$ cat src/rtl/qbx_pkg.sv
package qbx_pkg;

   localparam int BYTE_W = 8;
   localparam int CNT_W  = $clog2(BYTE_W + 1);

   typedef enum logic [2:0] {
      ST_IDLE,
      ST_ADDR,
      ST_ADDR_ACK,
      ST_WR_DATA,
      ST_WR_ACK,
      ST_RD_DATA,
      ST_RD_ACK,
      ST_HOLD
   } bus_state_e;

   typedef struct packed {
      logic rise;
      logic fall;
      logic start;
      logic stop;
      logic sda;
   } bus_evt_t;

endpackage

$ cat src/rtl/qbx_sync.sv
module qbx_sync #(
   parameter int W       = 1,
   parameter int STAGES  = 2,
   parameter bit RST_BIT = 1'b1
) (
   input  logic         clk,
   input  logic         rst_n,
   input  logic [W-1:0] d_i,
   output logic [W-1:0] q_o
);

   logic [STAGES-1:0][W-1:0] chain_q;

   always_ff @(posedge clk or negedge rst_n) begin
      if (!rst_n) begin
         chain_q <= {(STAGES*W){RST_BIT}};
      end else begin
         chain_q <= {chain_q[STAGES-2:0], d_i};
      end
   end

   assign q_o = chain_q[STAGES-1];

endmodule

$ cat src/rtl/qbx_line_monitor.sv
module qbx_line_monitor
   import qbx_pkg::*;
#(
   parameter int SYNC_STAGES = 2
) (
   input  logic     clk,
   input  logic     rst_n,
   input  logic     scl_i,
   input  logic     sda_i,
   output bus_evt_t evt_o
);

   logic [1:0] line_s;
   logic       scl_q;
   logic       sda_q;

   qbx_sync #(
      .W       (2),
      .STAGES  (SYNC_STAGES),
      .RST_BIT (1'b1)
   ) u_line_sync (
      .clk   (clk),
      .rst_n (rst_n),
      .d_i   ({scl_i, sda_i}),
      .q_o   (line_s)
   );

   always_ff @(posedge clk or negedge rst_n) begin
      if (!rst_n) begin
         scl_q <= 1'b1;
         sda_q <= 1'b1;
      end else begin
         scl_q <= line_s[1];
         sda_q <= line_s[0];
      end
   end

   always_comb begin
      evt_o.rise  = line_s[1] & ~scl_q;
      evt_o.fall  = ~line_s[1] & scl_q;
      evt_o.start = line_s[1] & scl_q & sda_q & ~line_s[0];
      evt_o.stop  = line_s[1] & scl_q & ~sda_q & line_s[0];
      evt_o.sda   = line_s[0];
   end

endmodule

$ cat src/rtl/qbx_bus_fsm.sv
module qbx_bus_fsm
   import qbx_pkg::*;
(
   input  logic              clk,
   input  logic              rst_n,
   input  bus_evt_t          evt_i,
   input  logic [6:0]        dev_addr_i,
   input  logic [BYTE_W-1:0] pin_s_i,
   output logic              sda_oe_o,
   output logic              wr_strobe_o,
   output logic [BYTE_W-1:0] wr_data_o,
   output logic              rd_strobe_o
);

   localparam logic [CNT_W-1:0] CNT_FULL = CNT_W'(BYTE_W);
   localparam logic [CNT_W-1:0] CNT_LAST = CNT_W'(BYTE_W - 1);

   bus_state_e        state_q;
   logic [CNT_W-1:0]  bit_cnt_q;
   logic [BYTE_W-1:0] rx_q;
   logic [BYTE_W-2:0] tx_q;
   logic              rw_q;
   logic              wr_done_q;
   logic              more_q;
   logic              addr_hit;

   // general call never matches, even with a zero base and zero straps
   assign addr_hit = (rx_q[BYTE_W-1:1] == dev_addr_i) && (dev_addr_i != 7'd0);

   always_ff @(posedge clk or negedge rst_n) begin
      if (!rst_n) begin
         state_q     <= ST_IDLE;
         bit_cnt_q   <= '0;
         rx_q        <= '0;
         tx_q        <= '0;
         rw_q        <= 1'b0;
         wr_done_q   <= 1'b0;
         more_q      <= 1'b0;
         sda_oe_o    <= 1'b0;
         wr_strobe_o <= 1'b0;
         wr_data_o   <= '1;
         rd_strobe_o <= 1'b0;
      end else begin
         wr_strobe_o <= 1'b0;
         rd_strobe_o <= 1'b0;
         if (evt_i.start) begin
            state_q   <= ST_ADDR;
            bit_cnt_q <= '0;
            wr_done_q <= 1'b0;
            sda_oe_o  <= 1'b0;
         end else if (evt_i.stop) begin
            state_q  <= ST_IDLE;
            sda_oe_o <= 1'b0;
         end else begin
            unique case (state_q)
               ST_ADDR, ST_WR_DATA: begin
                  if (evt_i.rise) begin
                     rx_q      <= {rx_q[BYTE_W-2:0], evt_i.sda};
                     bit_cnt_q <= bit_cnt_q + 1'b1;
                  end else if (evt_i.fall && bit_cnt_q == CNT_FULL) begin
                     bit_cnt_q <= '0;
                     if (state_q == ST_WR_DATA) begin
                        state_q  <= ST_WR_ACK;
                        sda_oe_o <= 1'b1;
                     end else if (addr_hit) begin
                        state_q  <= ST_ADDR_ACK;
                        sda_oe_o <= 1'b1;
                        rw_q     <= rx_q[0];
                     end else begin
                        state_q <= ST_HOLD;
                     end
                  end
               end
               ST_ADDR_ACK: begin
                  if (evt_i.fall) begin
                     if (rw_q) begin
                        state_q  <= ST_RD_DATA;
                        tx_q     <= pin_s_i[BYTE_W-2:0];
                        sda_oe_o <= ~pin_s_i[BYTE_W-1];
                     end else begin
                        state_q  <= ST_WR_DATA;
                        sda_oe_o <= 1'b0;
                     end
                  end
               end
               ST_WR_ACK: begin
                  if (evt_i.rise && !wr_done_q) begin
                     wr_strobe_o <= 1'b1;
                     wr_data_o   <= rx_q;
                  end else if (evt_i.fall) begin
                     wr_done_q <= 1'b1;
                     sda_oe_o  <= 1'b0;
                     state_q   <= ST_WR_DATA;
                  end
               end
               ST_RD_DATA: begin
                  if (evt_i.fall) begin
                     if (bit_cnt_q == CNT_LAST) begin
                        bit_cnt_q <= '0;
                        sda_oe_o  <= 1'b0;
                        state_q   <= ST_RD_ACK;
                     end else begin
                        bit_cnt_q <= bit_cnt_q + 1'b1;
                        sda_oe_o  <= ~tx_q[BYTE_W-2];
                        tx_q      <= {tx_q[BYTE_W-3:0], 1'b0};
                     end
                  end
               end
               ST_RD_ACK: begin
                  if (evt_i.rise) begin
                     rd_strobe_o <= 1'b1;
                     more_q      <= ~evt_i.sda;
                  end else if (evt_i.fall) begin
                     if (more_q) begin
                        state_q  <= ST_RD_DATA;
                        tx_q     <= pin_s_i[BYTE_W-2:0];
                        sda_oe_o <= ~pin_s_i[BYTE_W-1];
                     end else begin
                        state_q <= ST_HOLD;
                     end
                  end
               end
               default: begin
               end
            endcase
         end
      end
   end

endmodule

$ cat src/rtl/qbx_port_cell.sv
module qbx_port_cell (
   input  logic clk,
   input  logic rst_n,
   input  logic load_i,
   input  logic data_i,
   input  logic scl_fall_i,
   output logic weak_pu_o,
   output logic strong_pu_o,
   output logic pull_dn_o
);

   logic level_q;
   logic boost_q;

   always_ff @(posedge clk or negedge rst_n) begin
      if (!rst_n) begin
         level_q <= 1'b1;
         boost_q <= 1'b0;
      end else if (load_i) begin
         level_q <= data_i;
         boost_q <= data_i;
      end else if (scl_fall_i) begin
         boost_q <= 1'b0;
      end
   end

   assign weak_pu_o   = level_q;
   assign strong_pu_o = boost_q;
   assign pull_dn_o   = ~level_q;

endmodule

$ cat src/rtl/qbx_expander.sv
module qbx_expander
   import qbx_pkg::*;
#(
   parameter int         PORT_W      = 8,
   parameter int         STRAP_W     = 3,
   parameter logic [6:0] BASE_ADDR   = 7'h20,
   parameter int         SYNC_STAGES = 2,
   parameter bit         PIN_SYNC    = 1'b1
) (
   input  logic               clk,
   input  logic               rst_n,
   input  logic               scl_i,
   input  logic               sda_i,
   output logic               sda_oe,
   input  logic [STRAP_W-1:0] strap_i,
   input  logic [PORT_W-1:0]  pin_i,
   output logic [PORT_W-1:0]  weak_pu_o,
   output logic [PORT_W-1:0]  strong_pu_o,
   output logic [PORT_W-1:0]  pull_dn_o,
   output logic               write_strobe,
   output logic               read_strobe
);

   if (PORT_W != BYTE_W) begin : g_bad_port_w
      $error("qbx_expander: PORT_W must equal the byte width");
   end
   if (STRAP_W < 1 || STRAP_W > 6) begin : g_bad_strap_w
      $error("qbx_expander: STRAP_W out of range");
   end
   if (SYNC_STAGES < 2) begin : g_bad_sync
      $error("qbx_expander: SYNC_STAGES must be at least 2");
   end
   if (BASE_ADDR[STRAP_W-1:0] != '0) begin : g_bad_base
      $error("qbx_expander: BASE_ADDR low bits must be zero");
   end

   bus_evt_t          evt;
   logic [6:0]        dev_addr;
   logic [PORT_W-1:0] pin_s;
   logic [PORT_W-1:0] wr_data;

   assign dev_addr = {BASE_ADDR[6:STRAP_W], strap_i};

   if (PIN_SYNC) begin : g_pin_sync
      qbx_sync #(
         .W       (PORT_W),
         .STAGES  (SYNC_STAGES),
         .RST_BIT (1'b1)
      ) u_pin_sync (
         .clk   (clk),
         .rst_n (rst_n),
         .d_i   (pin_i),
         .q_o   (pin_s)
      );
   end else begin : g_pin_direct
      assign pin_s = pin_i;
   end

   qbx_line_monitor #(
      .SYNC_STAGES (SYNC_STAGES)
   ) u_monitor (
      .clk   (clk),
      .rst_n (rst_n),
      .scl_i (scl_i),
      .sda_i (sda_i),
      .evt_o (evt)
   );

   qbx_bus_fsm u_fsm (
      .clk         (clk),
      .rst_n       (rst_n),
      .evt_i       (evt),
      .dev_addr_i  (dev_addr),
      .pin_s_i     (pin_s),
      .sda_oe_o    (sda_oe),
      .wr_strobe_o (write_strobe),
      .wr_data_o   (wr_data),
      .rd_strobe_o (read_strobe)
   );

   for (genvar i = 0; i < PORT_W; i++) begin : g_cell
      qbx_port_cell u_cell (
         .clk         (clk),
         .rst_n       (rst_n),
         .load_i      (write_strobe),
         .data_i      (wr_data[i]),
         .scl_fall_i  (evt.fall),
         .weak_pu_o   (weak_pu_o[i]),
         .strong_pu_o (strong_pu_o[i]),
         .pull_dn_o   (pull_dn_o[i])
      );
   end

endmodule

$ cat config.mk
export PLATFORM = sky130hd
export DESIGN_NAME = qbx_expander
export DESIGN_NICKNAME = d
export VERILOG_FILES = /design/src/rtl/qbx_pkg.sv /design/src/rtl/qbx_sync.sv /design/src/rtl/qbx_line_monitor.sv /design/src/rtl/qbx_bus_fsm.sv /design/src/rtl/qbx_port_cell.sv /design/src/rtl/qbx_expander.sv
export SDC_FILE = /design/constraint.sdc
export NUM_CORES = 1
export LEC_CHECK = 0
export BUFFER_PORTS_ARGS = -buffer_cell sky130_fd_sc_hd__buf_2
export CORE_MARGIN = 2
export CORE_UTILIZATION = 45
export CTS_CLUSTER_DIAMETER = 50
export DETAILED_ROUTE_END_ITERATION = 8
export SYNTH_ARGS = -nofsm -noshare
export SYNTH_HDL_FRONTEND = slang
export SYNTH_SLANG_ARGS = --single-unit
$ cat constraint.sdc
create_clock -name clk -period 2.3 [get_ports clk]
set_input_delay 0.46 -clock clk [delete_from_list [all_inputs] [get_ports clk]]
set_output_delay 0.46 -clock clk [all_outputs]
set_load 0.05 [all_outputs]
---- Yosys cells after proc, flatten, opt, wreduce, memory -nomap -nowiden ----
Index checks and enable logic that the tools add are counted.
word-level totals
  logic and storage cells ................. 177
  input bits .............................. 15
  bits in registers ....................... 74
operators by class
  muxes and demuxes ....................... 68
  bitwise gates (word level) .............. 25
  add/subtract/negate cells ............... 1
  reductions and logical operators ........ 19
  equal/unequal tests ..................... 31
operator list
  kind                number
  $mux 7              7
  $mux 3              14
  $mux 1              36
  $ne 4x3->1 const B  7
  $mux 4              6
  $pmux 7 s3          1
  $reduce_and 10->1   2
  $reduce_and 4->1    5
  $not 1->1           18
  $pmux 3 s5          1
  $ne 2x1->1 const B  6
  $ne 4x4->1 const B  3
  $reduce_and 11->1   1
  $eq 3x3->1 const B  3
  $pmux 4 s2          1
  $and 1x1->1         7
  $eq 7x6->1          1
  $reduce_and 7->1    1
  $reduce_bool 7->1   1
  $eq 3x2->1 const B  2
  $ne 2x2->1 const B  3
  $reduce_bool 2->1   3
  $reduce_bool 3->1   2
  $ne 5x3->1 const B  1
  other kinds (11)    12

---- Logic depth before layout (Yosys ltp) ----
Gate-level depths: netlist of the first run.
  depth in word-level cells ............... 8
  gate-level depth with buffers ........... 8
  mapped depth without buffers ............ 7

---- Hierarchy ----
From an unflattened synthesis of the first run, not the netlist that was laid out.
second synthesis, totals
  cells, all modules ...................... 284
  area total of the unflattened synthesis .. 3,304.4 sq um
modules (own cells, without submodules)
  module                            cells an instance  times used  area an instance (sq um)  sequential area each (sq um)
  qbx_bus_fsm                       190                1           1,980.6                   910.9
  qbx_port_cell                     7                  8           78.8                      51.3
  qbx_sync (g_pin_sync.u_pin_sync)  24                 1           480.5                     420.4
  qbx_sync (u_monitor.u_line_sync)  6                  1           120.1                     105.1
  qbx_line_monitor                  6                  1           85.1                      52.6
  qbx_expander                      2                  1           7.5                       0.0

---- Least setup slack after synthesis of the first run ----
OpenSTA, ideal clock, no wires.
  kind .................................... reg-to-reg
  start point ............................. register u_fsm.bit_cnt_q[0]
  end point ............................... register u_fsm.state_q[0]
  setup slack ............................. 0.524 ns
  setup time .............................. 0.128 ns
  path buffers ............................ 0
  cell stages (with the launch flop) ...... 8
  data arrival time ....................... 1.649 ns
  cell sequence ........................... dfrtp_1 -> inv_1 -> ha_1 -> and3b_1 -> and4b_1 -> nor4_4 -> a211o_1 -> mux2_1
between the ends
  cells in the longest elaborated chain, start to end .. 4
  elaborated cells on any way between the ends .. 6
  those cells by class .................... eq/ne: 4; reduce/logical: 2
ends and longest elaborated chain
  item                             line                text
  start: declaration               qbx_bus_fsm.sv:19   logic [CNT_W-1:0] bit_cnt_q;
  start signal: assignment         qbx_bus_fsm.sv:59   bit_cnt_q <= bit_cnt_q + 1'b1;
  start signal: assignment         qbx_bus_fsm.sv:103  bit_cnt_q <= bit_cnt_q + 1'b1;
  $eq 4x4->1                       qbx_bus_fsm.sv:60   end else if (evt_i.fall && bit_cnt_q == CNT_FULL) begin
  $logic_and 1x1->1                qbx_bus_fsm.sv:60
  $ne 4x3->1 (no line)             --
  $reduce_and 10->1 (no line) (*)  --
  end signal: assignment           qbx_bus_fsm.sv:63   state_q <= ST_WR_ACK;
  end signal: assignment           qbx_bus_fsm.sv:66   state_q <= ST_ADDR_ACK;
  end signal: assignment           qbx_bus_fsm.sv:70   state_q <= ST_HOLD;
  end: declaration                 qbx_bus_fsm.sv:18   bus_state_e state_q;
Every way passes the cells marked *; elsewhere a longest branch is shown, timed or not.
A chain may end at the register's enable or synchronous reset.

---- Worst setup path in the final report of the first run ----
Same ends and word-level chain as after synthesis.

==> results of run 1 <==
## power by group through the flow
stage / registers, uW / clock network, uW / logic, uW
after floorplan: 1860 / 0 / 1110
after global placement: 1940 / 0 / 1250
after detailed placement: 1950 / 0 / 1270
after CTS: 1920 / 1090 / 1270
after global routing: 1980 / 1140 / 1390
final: 1930 / 1050 / 1250
## critical path, stage by stage, from the launching register on
cell	delay (ns)
dfrtp_1	0.40
inv_1	0.08
ha_1	0.19
and3b_1	0.20
and4b_1	0.25
nor4_4	0.21
a211o_1	0.16
mux2_1	0.33
## cell usage after synthesis (all sizes together), types with 2 or more instances
cell / n / area share, %
o21ai: 25 / 3.8
a32o: 2 / 0.62
a31o: 2 / 0.54
a211o: 3 / 0.81
ha: 2 / 0.77
dfstp: 38 / 31
a21oi: 7 / 1.1
buf: 29 / 6.5
o211ai: 2 / 0.46
nand2b: 5 / 0.96
dfrtp: 36 / 28
mux2: 10 / 3.5
nor2b: 2 / 0.38
nand3b: 2 / 0.46
nor2: 15 / 1.8
xnor2: 5 / 1.3
nor3b: 2 / 0.62
nand4: 2 / 0.58
a31oi: 2 / 0.58
inv: 14 / 1.6
clkbuf: 4 / 0.46
nand3: 3 / 0.46
mux2i: 7 / 2.2
nor3: 3 / 0.46
o2bb2ai: 2 / 0.54
nand2: 60 / 6.9
## flip-flops by register name, indices dropped and copies added, names as in the netlist, 2 cells and up
signal / cells
u_fsm.bit_cnt_q: 4
u_monitor.u_line_sync.q_o: 2
u_fsm.rx_q: 8
g_pin_sync.u_pin_sync.chain_q: 8
u_monitor.u_line_sync.chain_q: 2
u_fsm.tx_q: 7
g_cell.u_cell.strong_pu_o: 8
u_fsm.wr_data_o: 8
u_fsm.state_q: 3
g_pin_sync.u_pin_sync.q_o: 8
g_cell.u_cell.weak_pu_o: 8
## per-stage QoR
stage / total power, uW / utilization (%) / worst slack (ns) / std cells / hold slack, ns
4_1_cts: 4286 / 50.88 / 0.3652 / 428 / 0.1446
3_3_place_gp: 3189 / 47.86 / 0.4454 / 412 / 0.3455
5_1_grt: 4512 / 50.88 / 0.2507 / 428 / 0.1785
3_5_place_dp: 3214 / 47.86 / 0.3798 / 412 / 0.3468
2_1_floorplan: 2975 / - / 0.5236 / 299 / 0.1644
6_report: 4226 / 50.88 / 0.3715 / 428 / 0.1393
## layout make-up
cell class              count  area (um2)  area share [%]
flip-flops and latches     74        1899           52.31
multi-input cells         178        1077           29.67
repair buffers             47       262.8           7.236
clock buffers              13       168.9           4.652
well taps                  99       123.9           3.411
inverters                  14       52.55           1.447
clock inverters             3       46.29           1.275
## layer usage
metal  vias up  routed length, um  GRT usage (%)  share of wire (%)
met5         -                  0              0                  0
met4         0                194          9.091                3.6
met3        17                189          4.247                3.5
met2        42               2400          23.88                 44
met1       981               2625          19.71                 49
li1       1035                  -              -                  -
## kinds of logic after synthesis
group,count (synthesis)
AO/OA/AOI/OAI,53
flip-flops,74
adder cells (fa/ha/maj),2
AND/OR/NAND/NOR,101
multiplexers,17
buffers and inverters,47
XOR/XNOR,5
## worst paths after layout
path / from / endpoint
setup / recovery: u_fsm.bit_cnt_q[0] / u_fsm.state_q[0]
hold / removal: rst_n / u_fsm.bit_cnt_q[3]
setup reg to reg: u_fsm.bit_cnt_q[0] / u_fsm.state_q[0]
hold reg to reg: g_pin_sync.u_pin_sync.chain_q[6] / g_pin_sync.u_pin_sync.q_o[6]
max in group asynchronous: rst_n / u_monitor.u_line_sync.chain_q[1]
min in group clk: sda_i / u_monitor.u_line_sync.chain_q[0]
==> flow_summary.ini, run 1 <==
[route]
drtAntennaViolNets = 0
drc_errors = 0
vias_per_cell = 4.848
vias = 2075
drtPass1Iterations = 4
wl_per_cell_um = 12.64
routed_wl_mm = 5.410
drtIter0Drc = 100

[sta]
finalHoldViolations = 0
rsz0062_at_grt = no
clock_skew_ns = 0.007780
slew_violations = 0
final-setup-viol-count = 0
fmax_ghz = 0.5186
setup-tns-final_ns = 0
tightest_slew_ns = 0.5763
relSlewSlack_pct = 61.44
fin_crit_sh_pct = 83.85
period_needed_ns = 1.928

[layout]
antenna_cells = 0
nets = 341
fillers = 673
drive_above_1_share_pct = 35.56
areaGrowthSynthToFinish_pct = 11.57
fin_area_mm2 = 0.003631
mostFrequentLayoutCell = nand2_1
final_cell_mix = nand2_1 (60), buf_2 (41), dfstp_2 (38)

[power_and_ir_drop]
p_per_area_mw_per_mm2 = 1164
power.switching_uw = 1484
combPwrFrac_pct = 29.6
power_frac_seq_pct = 45.6
p_sw_share_pct = 35.12
p_leak_uw = 0.001674
ir_drop_mv = 0.5027
power_frac_clock_pct = 24.8
p_int_uw = 2742

[grt]
grt_pass1_vias = 1995
antenna_found_initial = 0
grt_pass1_wl_mm = 9.142
grt_max_degree = 75
grt_use_total_pct = 15.52
grt_overflow = 0

[worst_setup_path]
worstPathArrival_ns = 2.15
crit_type = register to register
startpoint_type = register
end_kind = register
rrSetupSlack_ns = 0.37
required_ns = 2.52
rr_worst_depth = 7
cp_max_fo = 4

[die]
core_area_mm2 = 0.007137
rows = 31
die_h_um = 89.04
die_area_mm2 = 0.007928
io_pins = 42
die_w_um = 89.04
start_util_pct = 45.60

[synth]
synthAdderAreaFrac_pct = 0.7689
synth-xor-area-share_pct = 1.346
ys_types = 50
muxShareOfSynthArea_pct = 5.613
synthSimpleGateAreaFrac_pct = 14.99
ys_seq_elements = 74
syn_nets = 316
synth-edff-count = 0
synth_seq_area_share_pct = 58.36
ys.flop_type = dfstp_2
synth-async-reset-ratio_pct = 100.0
synth_cells = 299
synth_top_family_by_area = simple AND/OR/NAND/NOR gates
yosysWarnings = 0
synth_area_mm2 = 0.003254
synth_compound_area_share_pct = 10.38
syn_avg_cell_area_um2 = 10.88

[cts]
numCtsBuffers = 9
clk_pin_slew_ns = 0.07
root_buffer = clkbuf_8
cts_resized = 0
post_cts_buffers = 0
cts-htree-levels = 3
cts_tree = yes
cts_hold_buf = 0
cts_sinks = 74
clock_path_buffers = 2
insertion_delay_ns = 0.34

[outcome]
outcome = complete, no violations

[run]
maxCapViolations = 0

[placed_design]
place_congestion = 0.8799
port_buffers = 41
dpl_cell_area_mm2 = 0.003416
dpl.hpwl_mm = 3.743

[hold_path]
hp-class = primary input to asynchronous set/reset pin
Note: power is estimated with default switching activity, not from simulation.
==> inputs of run 2 (changes only) <==
==> constraint.sdc (replaced) <==
create_clock -name clk -period 1.85 [get_ports clk]
set_input_delay 0.37 -clock clk [delete_from_list [all_inputs] [get_ports clk]]
set_output_delay 0.37 -clock clk [all_outputs]
set_load 0.05 [all_outputs]
==> flow_summary.ini, run 2 (same netlist as run 1, synthesis figures left out) <==
[power_and_ir_drop]
p_sw_share_pct = 35.37
total_power_uw = 5344
power_frac_clock_pct = 23.1
combPwrFrac_pct = 33.0
power.switching_uw = 1890
p_int_uw = 3454
p_per_area_mw_per_mm2 = 1400
p_leak_uw = 0.001795
ir_drop_mv = 0.6553
power_frac_seq_pct = 43.9

[sta]
period_needed_ns = 1.891
clock_skew_ns = 0.007663
finalHoldViolations = 0
timing.final.ws_setup_ns = -0.04086
rsz0062_at_grt = yes
relSlewSlack_pct = 66.17
slew_violations = 0
hold-worst-slack_ns = 0.1239
final-setup-viol-count = 1
fin_crit_sh_pct = 102.2
fmax_ghz = 0.5289
tightest_slew_ns = 0.5075

[placed_design]
place_congestion = 0.7953
placed_cells = 434
place_ws_ns = -0.04306
dpl_cell_area_mm2 = 0.003581
dpl.hpwl_mm = 4.266
port_buffers = 41

[cts]
insertion_delay_ns = 0.34
clock_path_buffers = 2
clk_pin_slew_ns = 0.07
numCtsBuffers = 9
cts_sinks = 74
cts-htree-levels = 3
cts_tree = yes
root_buffer = clkbuf_8

[worst_setup_path]
required_ns = 2.08
rr_worst_depth = 7
timing.rr.end = u_fsm.state_q[0]
r2r_start = u_fsm.bit_cnt_q[1]
rrSetupSlack_ns = -0.04
crit_type = register to register
cp_max_fo = 4
end_kind = register
worstPathArrival_ns = 2.12
startpoint_type = register

[route]
vias_per_cell = 4.890
drtPass1Iterations = 5
drtAntennaViolNets = 0
wl_per_cell_um = 13.17
vias = 2215
drc_errors = 0
routed_wl_mm = 5.966
drtIter0Drc = 61

[die]
die_w_um = 89.04
rows = 31
start_util_pct = 45.60
core_area_mm2 = 0.007137
die_h_um = 89.04
die_area_mm2 = 0.007928
io_pins = 42

[layout]
antenna_cells = 0
areaGrowthSynthToFinish_pct = 17.30
final_cell_mix = nand2_1 (60), buf_2 (41), dfstp_2 (38)
fin_cells = 453
fillers = 684
nets = 366
mostFrequentLayoutCell = nand2_1
fin_area_mm2 = 0.003817
drive_above_1_share_pct = 41.24

[run]
maxCapViolations = 0

[grt]
antenna_found_initial = 0
grt_max_degree = 22
grt_pass1_vias = 2192
grt_overflow = 0
grt_pass1_wl_mm = 10.05
grt_use_total_pct = 16.83

[hold_path]
hold_depth = 1
min_to = g_pin_sync.u_pin_sync.chain_q[5]
hp-start = pin_i[5]
hp-class = primary input to register

[outcome]
failed_checks = negative setup slack
outcome = finished, violations left
[run 2: how the worst max path moves through the flow]
stage | from | end | depth (start not counted) | slack [ns]
final | u_fsm.bit_cnt_q[1] | u_fsm.state_q[0] | 7 | -0.04
after global routing | u_fsm.bit_cnt_q[1] | u_fsm.state_q[0] | 7 | -0.13
after CTS | u_fsm.bit_cnt_q[1] | u_fsm.state_q[0] | 7 | -0.05
after detailed placement | u_fsm.bit_cnt_q[1] | u_fsm.state_q[0] | 7 | -0.04
after global placement | u_fsm.bit_cnt_q[1] | u_fsm.state_q[0] | 7 | 0.02
after floorplan | u_fsm.bit_cnt_q[0] | u_fsm.state_q[0] | 7 | 0.07
[run 2: area by class of cell]
type | instances | area, um2 | area share [%]
flip-flops and latches | 74 | 1899 | 49.75
well taps | 99 | 123.9 | 3.245
repair buffers | 72 | 452.9 | 11.86
clock inverters | 4 | 51.30 | 1.344
multi-input cells | 178 | 1092 | 28.61
clock buffers | 12 | 145.1 | 3.802
inverters | 14 | 52.55 | 1.377
[run 2: per-layer routing]
| metal | global-route usage [%] | vias up | share of wire, % |
|---|---|---|---|
| met5 | 0 | - | 0 |
| met4 | 7.191 | 0 | 1.1 |
| met3 | 4.524 | 6 | 3.1 |
| met2 | 27.88 | 43 | 49 |
| met1 | 20.85 | 1076 | 47 |
| li1 | - | 1090 | - |
[run 2: critical path, cell delays in order, from the launching register on]
cell and delay [ns]:
dfrtp_1 0.39, inv_1 0.06, ha_2 0.15, and3b_2 0.23, and4b_2 0.28, nor4_4 0.19, a211o_1 0.18, mux2_4 0.30
[run 2: timing repair]
| item | in CTS | in global routing |
|---|---|---|
| hold buffers | 1 | 0 |
| setup buffers | 0 | 2 |
| pin swaps | 0 | 4 |
| endpoints found under the hold margin | 4 | 0 |
| setup endpoints to repair | 2 | 8 |
| resized for setup | 0 | 7 |
[run 2: metrics by stage]
step	TNS [ns]	utilization [%]
finish	-0.04086	53.49
global placement	0	50.18
CTS	-0.07152	53.07
global route	-0.3022	53.49
detailed placement	-0.05989	50.18
floorplan	0	-
[run 2: power by group through the flow]
stage / clock (uW) / sequential [uW] / combinational (uW)
2_1_floorplan: 0 / 2320 / 1380
3_3_place_gp: 0 / 2350 / 1720
3_5_place_dp: 0 / 2370 / 1730
4_1_cts: 1290 / 2350 / 1740
5_1_grt: 1360 / 2410 / 1950
6_report: 1230 / 2350 / 1760
==> inputs of run 3 (changes only) <==
--- a/config.mk
+++ b/config.mk
@@ -5,9 +5,10 @@
 export SDC_FILE = /design/constraint.sdc
 export NUM_CORES = 1
 export LEC_CHECK = 0
+export ABC_AREA = 1
 export BUFFER_PORTS_ARGS = -buffer_cell sky130_fd_sc_hd__buf_2
 export CORE_MARGIN = 2
-export CORE_UTILIZATION = 45
+export CORE_UTILIZATION = 40
 export CTS_CLUSTER_DIAMETER = 50
 export DETAILED_ROUTE_END_ITERATION = 8
 export SYNTH_ARGS = -nofsm -noshare
==> flow_summary.ini, run 3 <==
[synth]
syn_avg_cell_area_um2 = 9.272
synthAdderAreaFrac_pct = 0.7334
synth_compound_area_share_pct = 8.911
synth_top_family_by_area = simple AND/OR/NAND/NOR gates
synth_seq_area_share_pct = 55.67
ys_types = 31
ys.flop_type = dfstp_2
synth_area_mm2 = 0.003412
synthSimpleGateAreaFrac_pct = 21.01
yosys-top-cells-area = dfstp_2 (29%), dfrtp_1 (26%), nand2_1 (9.7%)
synth-edff-count = 0
ys_seq_elements = 74
ys_top_cells_by_count = nand2_1 (88), dfstp_2 (38), dfrtp_1 (36)
muxShareOfSynthArea_pct = 1.760
synth_top_area_cell = dfstp_2
syn_nets = 385
yosysWarnings = 0
post-synth-top-count-cell = nand2_1
synth_cells = 368
synth-async-reset-ratio_pct = 100.0
yosysTopAreaCellShare_pct = 29.26
synth-xor-area-share_pct = 0.2567

[layout]
fillers = 827
antenna_cells = 0
nets = 413
areaGrowthSynthToFinish_pct = 12.65
final_cell_mix = nand2_1 (88), buf_2 (40), dfstp_2 (38)
mostFrequentLayoutCell = nand2_1
fin_cells = 506
final_util_pct = 46.55
drive_above_1_share_pct = 37.41

[sta]
fmax_ghz = 0.6177
period_needed_ns = 1.619
fin_crit_sh_pct = 87.51
finalHoldViolations = 0
tightest_slew_ns = 0.3517
setup-tns-final_ns = 0
final-setup-viol-count = 0
slew_violations = 0
relSlewSlack_pct = 76.55
clock_skew_ns = 0.008029
rsz0062_at_grt = no

[hold_path]
hp-class = primary input to register

[cts]
insertion_delay_ns = 0.34
root_buffer = clkbuf_8
post_cts_buffers = 0
numCtsBuffers = 9
cts_tree = yes
cts-htree-levels = 3
clk_pin_slew_ns = 0.07
cts_sinks = 74
clock_path_buffers = 2

[die]
die_w_um = 96.36
core_area_mm2 = 0.008258
die_area_mm2 = 0.009285
die_h_um = 96.36
rows = 33
start_util_pct = 41.32
io_pins = 42

[grt]
grt_use_total_pct = 15.04
met3_usage_pct = 4.229
grt_pass1_vias = 2236
use_met2_pct = 22.05
grt_busiest_layer = met2
grt_max_degree = 50
grt_overflow = 0
antenna_found_initial = 0
grt_pass1_wl_mm = 10.58
use_met1_pct = 20.88

[power_and_ir_drop]
total_power_uw = 5814
p_per_area_mw_per_mm2 = 1513
p_leak_uw = 0.001911
ir_drop_mv = 0.5334

[route]
routed_wl_mm = 6.101
drtAntennaViolNets = 0
wl_per_cell_um = 12.06
vias_per_cell = 4.579
drc_errors = 0
drtPass1Iterations = 4
vias = 2317
drtIter0Drc = 148

[placed_design]
dpl.hpwl_mm = 4.390
placed_cells = 489
place_congestion = 0.9070
port_buffers = 41

[run]
maxCapViolations = 0

[worst_setup_path]
worstPathArrival_ns = 1.85
startpoint_type = register
crit_type = register to register
required_ns = 2.08
end_kind = register
cp_max_fo = 14

[outcome]
outcome = complete, no violations
-- run 3: changes by cell type in the layout (fill, tap and decap cells not counted), sizes merged, moves of 4 or more --
cell    change
mux2       -10
buf        -23
o21ai      +16
nand2b      -5
inv        +29
nand3      +16
a21oi       -4
nor2       +17
nand2      +45
xnor2       -5
-- run 3: repair_timing --
action                                  in CTS  in global routing
hold endpoints to repair                    10                  0
resized for setup                            0                  1
endpoints found under the setup margin       0                  5
hold buffers                                 1                  0
-- run 3: final cells by class --
| cell class | count | area [um2] | share of cell area (%) |
|---|---|---|---|
| Clock buffer | 11 | 141.4 | 3.678 |
| Clock inverter | 5 | 102.6 | 2.669 |
| Inverter | 44 | 166.4 | 4.329 |
| Multi-Input combinational cell | 218 | 1120 | 29.13 |
| Sequential cell | 74 | 1899 | 49.41 |
| Tap cell | 105 | 131.4 | 3.418 |
| Timing Repair Buffer | 49 | 282.8 | 7.357 |
-- run 3: metal layers --
layer  up-vias  share of wire (%)
li1       1179                  -
met1      1074                 50
met2        55                 44
met3         9                4.3
met4         0                1.7
met5         -                  0
-- run 3: path summary, 6_finish.rpt --
check / startpoint / to / slack [ns] / cells after the start
setup / recovery: u_monitor.scl_q / u_fsm.tx_q[1] / 0.23 / 7
hold / removal: pin_i[2] / g_pin_sync.u_pin_sync.chain_q[2] / 0.12 / 1
setup reg to reg: u_monitor.scl_q / u_fsm.tx_q[1] / 0.23 / 7
hold reg to reg: u_monitor.u_line_sync.chain_q[1] / u_monitor.u_line_sync.q_o[1] / 0.36 / 0
max in group asynchronous: rst_n / g_pin_sync.u_pin_sync.chain_q[4] / 0.75 / 3
min in group asynchronous: rst_n / u_fsm.rd_strobe_o / 0.48 / 2
-- run 3: cell families (layout without fill, tap and decap cells) --
kind of cell | count (synthesis) | count (layout)
flip-flops | 74 | 74
adder cells (fa/ha/maj) | 2 | 2
buffers and inverters | 76 | 109
AO/OA/AOI/OAI | 49 | 49
AND/OR/NAND/NOR | 160 | 160
XOR/XNOR | 1 | 1
multiplexers | 6 | 6
-- run 3: report_power, final --
part           leakage [uW]  internal [uW]  switching [uW]
combinational      0.000927            684            1370
sequential         0.000864           2010             247
clock              0.000120            931             579
total               0.00191           3620            2190
-- run 3: critical path, stage by stage, from the launching register on --
cell	delay [ns]
dfstp_2	0.56
inv_2	0.03
nor2_1	0.18
nor2_2	0.10
a211oi_2	0.28
nand2_4	0.19
nand2_1	0.12
o21ai_2	0.05
-- run 3: metrics by stage --
stage | setup WS [ns] | cell area [um2] | hold WS [ns]
6_report | 0.2311 | 3844 | 0.1206
5_1_grt | 0.03441 | 3844 | 0.09520
4_1_cts | 0.1637 | 3839 | 0.09991
3_5_place_dp | 0.1713 | 3585 | 0.3056
3_3_place_gp | 0.2149 | 3585 | 0.2998
2_1_floorplan | 0.3672 | 3412 | 0.07441
